File: src/rtl/lux_pkg.sv
package lux_pkg;
  localparam int DW = 16;

  typedef enum logic [1:0] {
    SEL_D1   = 2'b00,
    SEL_D2   = 2'b01,
    SEL_DIFF = 2'b10,
    SEL_NONE = 2'b11
  } sel_e;

  localparam logic [3:0] A_CMD   = 4'h0;
  localparam logic [3:0] A_CTRL  = 4'h1;
  localparam logic [3:0] A_RES_L = 4'h2;
  localparam logic [3:0] A_RES_H = 4'h3;
  localparam logic [3:0] A_LO_L  = 4'h4;
  localparam logic [3:0] A_LO_H  = 4'h5;
  localparam logic [3:0] A_HI_L  = 4'h6;
  localparam logic [3:0] A_HI_H  = 4'h7;
  localparam logic [3:0] A_STB   = 4'h8;

  // last timer value of a phase: 2^n - 1 with n = 16 - 4*code
  function automatic logic [DW-1:0] phase_last(input logic [1:0] wcode);
    logic [4:0] n;
    n = 5'd16 - {1'b0, wcode, 2'b00};
    return DW'((17'd1 << n) - 17'd1);
  endfunction

  // saturation limit of a count; one bit less in difference mode
  function automatic logic [DW-1:0] count_limit(input logic [1:0] wcode, input logic diff);
    logic [4:0] n;
    n = 5'd16 - {1'b0, wcode, 2'b00} - {4'd0, diff};
    return DW'((17'd1 << n) - 17'd1);
  endfunction
endpackage

File: src/rtl/lux_regs.sv
module lux_regs
  import lux_pkg::*;
#(
  parameter int ADDR_W = 4
) (
  input  logic              clk,
  input  logic              rst_n,
  input  logic              we,
  input  logic [ADDR_W-1:0] addr,
  input  logic [7:0]        wdata,
  input  logic [DW-1:0]     result,
  input  logic              flag_set,
  output logic              en,
  output logic              pd,
  output logic              ext,
  output logic [1:0]        sel,
  output logic [1:0]        wsel,
  output logic [DW-1:0]     lo_thr,
  output logic [DW-1:0]     hi_thr,
  output logic              flag,
  output logic              sync_stb,
  output logic [7:0]        rdata
);
  logic wr_cmd, wr_ctrl, wr_stb, clr;

  assign wr_cmd   = we && (addr == ADDR_W'(A_CMD));
  assign wr_ctrl  = we && (addr == ADDR_W'(A_CTRL));
  assign wr_stb   = we && (addr == ADDR_W'(A_STB));
  assign sync_stb = wr_stb && wdata[0];
  assign clr      = (wr_stb && wdata[1]) || (wr_ctrl && !wdata[5]);

  always_ff @(posedge clk or negedge rst_n) begin
    if (!rst_n) begin
      en     <= 1'b0;
      pd     <= 1'b0;
      ext    <= 1'b0;
      sel    <= SEL_D1;
      wsel   <= 2'b00;
      lo_thr <= '0;
      hi_thr <= '1;
      flag   <= 1'b0;
    end else begin
      if (wr_cmd) begin
        en  <= wdata[7];
        pd  <= wdata[6];
        ext <= wdata[5];
      end
      if (wr_ctrl) begin
        sel  <= wdata[3:2];
        wsel <= wdata[1:0];
      end
      if (we && addr == ADDR_W'(A_LO_L)) lo_thr[7:0]  <= wdata;
      if (we && addr == ADDR_W'(A_LO_H)) lo_thr[15:8] <= wdata;
      if (we && addr == ADDR_W'(A_HI_L)) hi_thr[7:0]  <= wdata;
      if (we && addr == ADDR_W'(A_HI_H)) hi_thr[15:8] <= wdata;
      // a fresh trigger outranks a clear on the same edge
      if (flag_set)  flag <= 1'b1;
      else if (clr)  flag <= 1'b0;
    end
  end

  always_comb begin
    unique case (addr)
      ADDR_W'(A_CMD):   rdata = {en, pd, ext, 5'b0};
      ADDR_W'(A_CTRL):  rdata = {2'b0, flag, 1'b0, sel, wsel};
      ADDR_W'(A_RES_L): rdata = result[7:0];
      ADDR_W'(A_RES_H): rdata = result[15:8];
      ADDR_W'(A_LO_L):  rdata = lo_thr[7:0];
      ADDR_W'(A_LO_H):  rdata = lo_thr[15:8];
      ADDR_W'(A_HI_L):  rdata = hi_thr[7:0];
      ADDR_W'(A_HI_H):  rdata = hi_thr[15:8];
      default:          rdata = 8'h00;
    endcase
  end
endmodule

File: src/rtl/lux_seq.sv
module lux_seq
  import lux_pkg::*;
(
  input  logic          clk,
  input  logic          rst_n,
  input  logic          active,
  input  logic          ext,
  input  logic [1:0]    wsel,
  input  logic          sync_stb,
  output logic [DW-1:0] timer,
  output logic          phase_end
);
  logic          armed;
  logic [DW-1:0] last;

  assign last      = phase_last(wsel);
  assign phase_end = active && (ext ? (sync_stb && armed) : (timer == last));

  always_ff @(posedge clk or negedge rst_n) begin
    if (!rst_n) begin
      timer <= '0;
      armed <= 1'b0;
    end else if (!active) begin
      timer <= '0;
      armed <= 1'b0;
    end else begin
      timer <= (ext || timer == last) ? '0 : timer + 1'b1;
      armed <= ext && (armed || sync_stb);
    end
  end
endmodule

File: src/rtl/lux_accum.sv
module lux_accum
  import lux_pkg::*;
(
  input  logic          clk,
  input  logic          rst_n,
  input  logic          active,
  input  logic [1:0]    sel,
  input  logic [1:0]    wsel,
  input  logic          pd1_pulse,
  input  logic          pd2_pulse,
  input  logic          phase_end,
  input  logic          restart,
  output logic          latch,
  output logic [DW-1:0] new_val,
  output logic [DW-1:0] result
);
  logic          diff, phase, src;
  logic [DW-1:0] cnt, d1_cnt, lim, cnt_eff;

  assign diff    = (sel == SEL_DIFF);
  assign lim     = count_limit(wsel, diff);
  assign src     = (sel == SEL_D2 || (diff && phase)) ? pd2_pulse : pd1_pulse;
  assign cnt_eff = (cnt == lim) ? cnt : cnt + {{(DW-1){1'b0}}, src};
  assign latch   = phase_end && !(diff && !phase);
  assign new_val = diff ? d1_cnt - cnt_eff : cnt_eff;

  always_ff @(posedge clk or negedge rst_n) begin
    if (!rst_n) begin
      cnt    <= '0;
      d1_cnt <= '0;
      phase  <= 1'b0;
      result <= '0;
    end else if (!active) begin
      cnt    <= '0;
      d1_cnt <= '0;
      phase  <= 1'b0;
    end else if (phase_end) begin
      cnt <= '0;
      if (latch) begin
        result <= new_val;
        phase  <= 1'b0;
      end else begin
        d1_cnt <= cnt_eff;
        phase  <= 1'b1;
      end
    end else if (restart) begin
      cnt <= '0;
    end else begin
      cnt <= cnt_eff;
    end
  end
endmodule

File: src/rtl/lux_conv_core.sv
module lux_conv_core
  import lux_pkg::*;
#(
  parameter int ADDR_W = 4
) (
  input  logic              clk,
  input  logic              rst_n,
  input  logic              reg_we,
  input  logic [ADDR_W-1:0] reg_addr,
  input  logic [7:0]        reg_wdata,
  output logic [7:0]        reg_rdata,
  input  logic              pd1_pulse,
  input  logic              pd2_pulse,
  output logic [DW-1:0]     result_o,
  output logic              irq_o
);
  logic          en, pd, ext, flag, sync_stb, active;
  logic          phase_end, restart, latch, flag_set;
  logic [1:0]    sel, wsel;
  logic [DW-1:0] lo_thr, hi_thr, new_val, timer;

  assign active   = en && !pd && (sel != SEL_NONE);
  assign restart  = active && ext && sync_stb;
  assign flag_set = latch && ((new_val < lo_thr) || (new_val > hi_thr));
  assign irq_o    = flag;

  lux_regs #(.ADDR_W(ADDR_W)) u_regs (
    .clk(clk), .rst_n(rst_n), .we(reg_we), .addr(reg_addr), .wdata(reg_wdata),
    .result(result_o), .flag_set(flag_set), .en(en), .pd(pd), .ext(ext),
    .sel(sel), .wsel(wsel), .lo_thr(lo_thr), .hi_thr(hi_thr), .flag(flag),
    .sync_stb(sync_stb), .rdata(reg_rdata)
  );

  lux_seq u_seq (
    .clk(clk), .rst_n(rst_n), .active(active), .ext(ext), .wsel(wsel),
    .sync_stb(sync_stb), .timer(timer), .phase_end(phase_end)
  );

  lux_accum u_accum (
    .clk(clk), .rst_n(rst_n), .active(active), .sel(sel), .wsel(wsel),
    .pd1_pulse(pd1_pulse), .pd2_pulse(pd2_pulse), .phase_end(phase_end),
    .restart(restart), .latch(latch), .new_val(new_val), .result(result_o)
  );
endmodule

File: config.mk
export PLATFORM = sky130hd
export DESIGN_NAME = lux_conv_core
export DESIGN_NICKNAME = d
export VERILOG_FILES = /design/src/rtl/lux_pkg.sv /design/src/rtl/lux_regs.sv /design/src/rtl/lux_seq.sv /design/src/rtl/lux_accum.sv /design/src/rtl/lux_conv_core.sv
export SDC_FILE = /design/constraint.sdc
export NUM_CORES = 1
export LEC_CHECK = 0
export BUFFER_PORTS_ARGS = -buffer_cell sky130_fd_sc_hd__buf_2
export CAP_MARGIN = 20
export CORE_ASPECT_RATIO = 1.75
export CORE_MARGIN = 3
export CORE_UTILIZATION = 30
export DETAILED_ROUTE_END_ITERATION = 6
export PLACE_DENSITY = 0.52
export SLEW_MARGIN = 20
export SYNTH_ARGS = -nofsm -noshare
export SYNTH_HDL_FRONTEND = slang
export SYNTH_HIERARCHICAL = 1
export SYNTH_SLANG_ARGS = --single-unit
File: constraint.sdc
create_clock -name clk -period 7.2 [get_ports clk]
set_input_delay 0.72 -clock clk [delete_from_list [all_inputs] [get_ports clk]]
set_output_delay 0.72 -clock clk [all_outputs]
set_load 0.02 [all_outputs]
# Word level (Yosys, flattened, before mapping)
# Cells that the tools add are included.
# totals
reg_bits	106
latchBits	0
mem_bits_rw	0
mem_bits_ro	0
output_inout_bits	25
memories	0
# classes
add_sub_neg	7
mul	0
n_div	0
magnitude_cmp	2
n_eq_ne	15
n_shift	2
n_mux	19
bitwise	0
reduce_logical	34
# ops
cell	n
2-to-1 mux 16 bit	10
one-hot mux 8 bit (8 select lines)	1
equality test 16 bit	2
left shift 1 x 5 -> 16 bit (first input constant)	2
subtractor 16 x 1 -> 16 bit (second input constant)	2
logical AND 1 bit	21
adder 16 x 1 -> 16 bit	1
adder 16 x 1 -> 16 bit (second input constant)	1
equality test 4 x 3 -> 1 bit (second input constant)	4
> comparator 16 bit	1
less-than comparator 16 bit	1
subtractor 16 bit	1
equality test 4 x 2 -> 1 bit (second input constant)	2
2-to-1 mux 1 bit	8
logical OR 1 bit	5
subtractor 5 x 1 -> 5 bit	1
subtractor 5 x 4 -> 5 bit (first input constant)	1
equality test 4 x 1 -> 1 bit (second input constant)	1
equality test 4 bit (second input constant)	1
zero test 1 bit	4
zero test 4 bit	1
!= test 2 bit (second input constant)	2
AND reduction 3 bit	1
equality test 2 x 1 -> 1 bit (second input constant)	1
other kinds (4)	4

# Longest topological paths before layout
# logic_depth
depth_word	12
mapped_depth	32
depth_no_buf	30

# Cells and area by module
# The synthesis kept the hierarchy.
# modules_own_cells
mod	n_inst	cells_per_inst	area_each_um2
lux_accum	1	463	4066.4
lux_regs	1	164	2172.1
lux_seq	1	94	960.9
lux_conv_core	1	113	792.0

# Worst setup path before layout
# No wires, ideal clock.
# synth_timing
kind	flip-flop to flip-flop
start	register u_regs.wsel[0]
end	register u_regs.flag
setup_ps	118
t_arrival_ps	6400
required_ps	7082
setup_slack_ps	682
stages_incl_launch_ff	32
path_buffers	2
period_less_slack_ps	6518
cell_sequence	dfrtp_1 -> clkbuf_1 -> inv_1 -> ha_1 -> or3_1 -> a2111oi_2 -> xnor2_1 -> or2_0 -> clkbuf_1 -> o2111ai_2 -> mux2i_1 -> inv_1 -> ha_1 -> inv_1 -> ha_1 -> a31oi_1 -> o211ai_1 -> maj3_2 -> a211o_1 -> a31oi_1 -> o31a_2 -> a21oi_2 -> o41ai_2 -> xor2_1 -> mux2i_1 -> ha_1 -> nand4_1 -> nor2_1 -> a221o_1 -> nor3_1 -> o22ai_1 -> a21o_1
# synth_via
elab_chain_len	12
# synth_rtl
item	line	text
start: declaration	lux_regs.sv:17	output logic [1:0] wsel,
start signal: assignment	lux_regs.sv:50	wsel <= wdata[1:0];
subtractor 5 x 4 -> 5 bit (*)	lux_pkg.sv:31	n = 5'd16 - {1'b0, wcode, 2'b00} - {4'd0, diff};
subtractor 5 x 1 -> 5 bit (*)	lux_pkg.sv:31	
left shift 1 x 5 -> 16 bit (*)	lux_pkg.sv:32	return DW'((17'd1 << n) - 17'd1);
subtractor 16 x 1 -> 16 bit (*)	lux_pkg.sv:32	
equality test 16 bit (*)	lux_accum.sv:23	assign cnt_eff = (cnt == lim) ? cnt : cnt + {{(DW-1){1'b0}}, src};
2-to-1 mux 16 bit (*)	lux_accum.sv:23	
subtractor 16 bit	lux_accum.sv:25	assign new_val = diff ? d1_cnt - cnt_eff : cnt_eff;
2-to-1 mux 16 bit (*)	lux_accum.sv:25	
named net new_val[14]	lux_conv_core.sv:20	logic [DW-1:0] lo_thr, hi_thr, new_val, timer;
less-than comparator 16 bit / > comparator 16 bit (equally long branches)	lux_conv_core.sv:24	assign flag_set = latch && ((new_val < lo_thr) || (new_val > hi_thr));
logical OR 1 bit (*)	lux_conv_core.sv:24	
logical AND 1 bit (*)	lux_conv_core.sv:24	
named net flag_set	lux_conv_core.sv:18	logic phase_end, restart, latch, flag_set;
2-to-1 mux 1 bit / nonzero test 2 bit (equally long branches)	--	
end signal: assignment	lux_regs.sv:41	flag <= 1'b0;
end signal: assignment	lux_regs.sv:57	if (flag_set) flag <= 1'b1;
end signal: assignment	lux_regs.sv:58	else if (clr) flag <= 1'b0;
end: declaration	lux_regs.sv:20	output logic flag,
# The timed path passes the listed nets; every way through them passes the cells marked *.
# A chain may end at the register's enable or synchronous reset.

# Worst setup path in the final report
# Same ends and word-level chain as after synthesis.

==> flow_summary_export.csv <==
group,metric,value,unit
clocking,cts_tree,"done",
global_route,grt.total_usage,0.178,
clocking,clock_latency,0.38,ns
yosys,synth.most_common_cell,"dfrtp_1",
clocking,path_clk_slew,0.08,ns
layout,multi_input_area,0.00498,sq mm
drt,wirelength,25300,microns
clocking,root_buffer,"clkbuf_16",
setup_path,r2r_end,"u_regs/flag",
sta,setup_tns,0,ns
placed_design,routabilityCongestion,0.884,
sta,setup_viol,0,
setup_path,path_class,"flip-flop to flip-flop",
global_route,met3_usage,0.0292,
setup_path,cp_data_required_time,7.47,ns
sta,layout_min_cycle_time,6.69,ns
global_route,gr-max-usage-layer,"met2",
sta,slew_headroom,0.376,
power,power.leakage,0.00413,uW
drt,drc,0,
yosys,ys_seq_area_frac,0.334,
layout,design_area,0.00892,sq mm
yosys,synth_common_cells,"90 x dfrtp_1, 77 x nand2_1, 56 x nor2_1",
sta,finalCritPeriodShare,0.929,
yosys,ys_seq_elements,106,
clocking,cts_sinks,106,
setup_path,critPathArrivalTime,6.95,ns
yosys,synthesis.nets,897,
sta,finClkSkew,0.0122,ns
power,power.density,223,mW/mm^2
sta,fmax,150,MHz
sta,finalMaxSlewViolations,0,
yosys,synth-edff-count,0,
sta,tightestPinTransition,0.936,ns
global_route,grt_antenna_before_repair,0,
drt,drt_iter0_drc,265,
drt,wl_per_cell,21.2,microns
placed_design,placed_cell_area,0.00856,sq mm
sta,rsz0062_at_grt,"no",
yosys,yosysUniqueCellTypes,97,
floorplanning,die-height,222,microns
drt,via_per_inst,5.47,
job,cap_violations,0,
floorplanning,die_width,129,microns
yosys,syn_area_per_cell,9.58,sq um
layout,post-route-util,0.342,
yosys,ys_async_sr_fraction,1.00,
layout,drive_gt1_frac,0.237,
global_route,use_met2,0.335,
placed_design,dp_hpwl,20100,microns
drt,ant_nets,0,
yosys,ys.flop_type,"dfrtp_1",
power,p_clk_frac,0.267,
power,netSwitchingFraction,0.373,
floorplanning,core,0.0261,sq mm
placed_design,port-buffer-count,41,
clocking,hold_buffers,0,
yosys,ys_warn_count,6,
global_route,met1_usage,0.170,
power,peakVddDrop,0.156,mV
setup_path,crit_path_max_fanout,12,
status,status,"finished, final reports clean",
clocking,clk_path_buf_depth,2,
layout,area.growth.synth_to_final,11.6,%
setup_path,rrSetupSlack,0.51,ns
drt,vias,6524,
power,p_total,1990,uW
power,pwr-share-seq,0.368,
floorplanning,start_util,0.307,
global_route,grt_overflow_total,0,
floorplanning,num_rows,78,
global_route,grt_pass1_wl,38600,microns
floorplanning,fp.dieArea,0.0287,sq mm
global_route,grt_max_degree,76,
power,power.net_switching,740,uW
power,internal_power,1250,uW
clocking,htreeDepth,3,
yosys,syn_inst,834,
layout,antenna_cells,0,
setup_path,reg2regPathDepth,26,
yosys,syn_area,0.00799,sq mm
sta,hold_violations,0,
yosys,yosysTopAreaCellShare,0.282,
floorplanning,ioPinCount,42,
yosys,synth_area_leaders,"dfrtp_1 28%, mux2_2 7.6%, ha_1 7.2%",
layout,nets,931,
worst_hold_path,min_path_type,"primary input to async pin",
clocking,cts_buffers,9,
layout,stdcell_count,1193,
placed_design,placed_cells,1176,
setup_path,crit_path_start_kind,"flip-flop",
layout,area.sequential,0.00268,sq mm
setup_path,cp-end-kind,"flip-flop",
setup_path,worstReg2RegStart,"u_regs/wsel[0]",
layout,final.fill_count,2663,
yosys,synth.largest_area_cell,"dfrtp_1",
power,pwr-share-comb,0.365,
drt,drt-pass1-iter-count,4,
global_route,grt_pass1_vias,6753,
through the flow:
| stage | hold slack [ns] | setup slack, ns |
|---|---|---|
| detailed placement | 0.497 | 0.158 |
| global placement | 0.487 | 0.481 |
| global route | 0.301 | 0.00676 |
| CTS | 0.278 | 0.141 |
| finish | 0.278 | 0.513 |
| floorplan | 0.424 | 0.682 |
placed cells by master (no fill, tap or decap), types with 8 or more instances in the layout:
cell and instances:
nand2b_1 10, mux2i_1 18, dfstp_2 16, inv_1 46
mux2_4 9, nand4_1 16, a22oi_1 11, buf_2 40
nor3_1 37, clkbuf_16 9, nor2_1 56, o21ai_0 27
dfrtp_1 88, and2_1 8, ha_1 46, and3_1 10
nand2_1 77, nand3_1 18, a21oi_1 25, xnor2_1 30
xor2_1 23, buf_4 22, nor2b_1 8, o211a_1 18
mux2_2 54
power groups by stage:
stage	clock network, uW	registers, uW	logic [uW]
global route	562	739	803
CTS	550	730	721
finish	530	732	724
detailed placement	0	742	717
floorplan	0	711	519
global placement	0	740	715
what timing repair did:
| action | in CTS | in global routing |
|---|---|---|
| endpoints found under the setup margin | 0 | 1 |
| gates resized for setup | 0 | 7 |
| buffers inserted | 0 | 1 |
worst max path at each step:
| stage | cells past startpoint | slack [ns] | endpoint | from |
|---|---|---|---|---|
| final | 26 | 0.51 | u_regs/flag | u_regs/wsel[0] |
| after global routing | 29 | 0.007 | u_regs/flag | u_regs/wsel[0] |
| after CTS | 27 | 0.14 | u_regs/flag | u_regs/wsel[0] |
| after detailed placement | 27 | 0.16 | u_regs/flag | u_regs/wsel[0] |
| after global placement | 27 | 0.48 | u_regs/flag | u_regs/wsel[0] |
| after floorplan | 31 | 0.68 | u_regs/flag | u_regs/wsel[0] |
kinds of logic (layout without fill, tap and decap cells):
family,Yosys count,count (layout),share of synthesized area
buffers and inverters,86,125,0.0470
flip-flops,106,106,0.334
AO/OA/AOI/OAI,153,153,0.152
multiplexers,83,83,0.120
XOR/XNOR,57,57,0.0669
AND/OR/NAND/NOR,296,296,0.199
adder cells (fa/ha/maj),53,53,0.0814
per-layer routing:
| metal | vias up | wire [microns] |
|---|---|---|
| li1 | 3080 | - |
| met1 | 3232 | 8530 |
| met2 | 143 | 14400 |
| met3 | 69 | 742 |
| met4 | 0 | 1650 |
| met5 | - | 0 |
registers in the layout, indices dropped and copies added (netlist names), 2 cells and up:
signal,flops
u_regs/lo_thr,16
u_regs/hi_thr,16
u_accum/cnt,16
u_regs/sel,2
u_regs/wsel,2
u_accum/result,16
u_seq/timer,16
u_accum/d1_cnt,16
cell type report:
type | count | share of cell area
flip-flops and latches | 106 | 0.300
well taps | 320 | 0.0449
inverters | 46 | 0.0194
multi-input cells | 642 | 0.559
clock buffers | 10 | 0.0268
repair buffers | 63 | 0.0422
clock inverters | 6 | 0.00800
worst max-delay path, cell delays in order (launching register included):
cell       delay, ns
dfrtp_2         0.50
inv_1           0.15
ha_1            0.28
or3_1           0.39
or3_1           0.41
a21oi_1         0.40
o2111ai_4       0.24
mux2i_2         0.34
xor2_1          0.12
ha_1            0.21
a31oi_1         0.16
o211ai_1        0.17
maj3_2          0.36
a211o_1         0.31
a31oi_1         0.21
o31a_2          0.21
a21oi_2         0.09
o41ai_4         0.35
xor2_1          0.11
mux2i_1         0.25
ha_1            0.31
nand4_1         0.18
nor2_1          0.07
a221o_1         0.31
nor3_1          0.18
o22ai_1         0.10
a21o_1          0.17
Note: power is estimated with default switching activity, not from simulation.
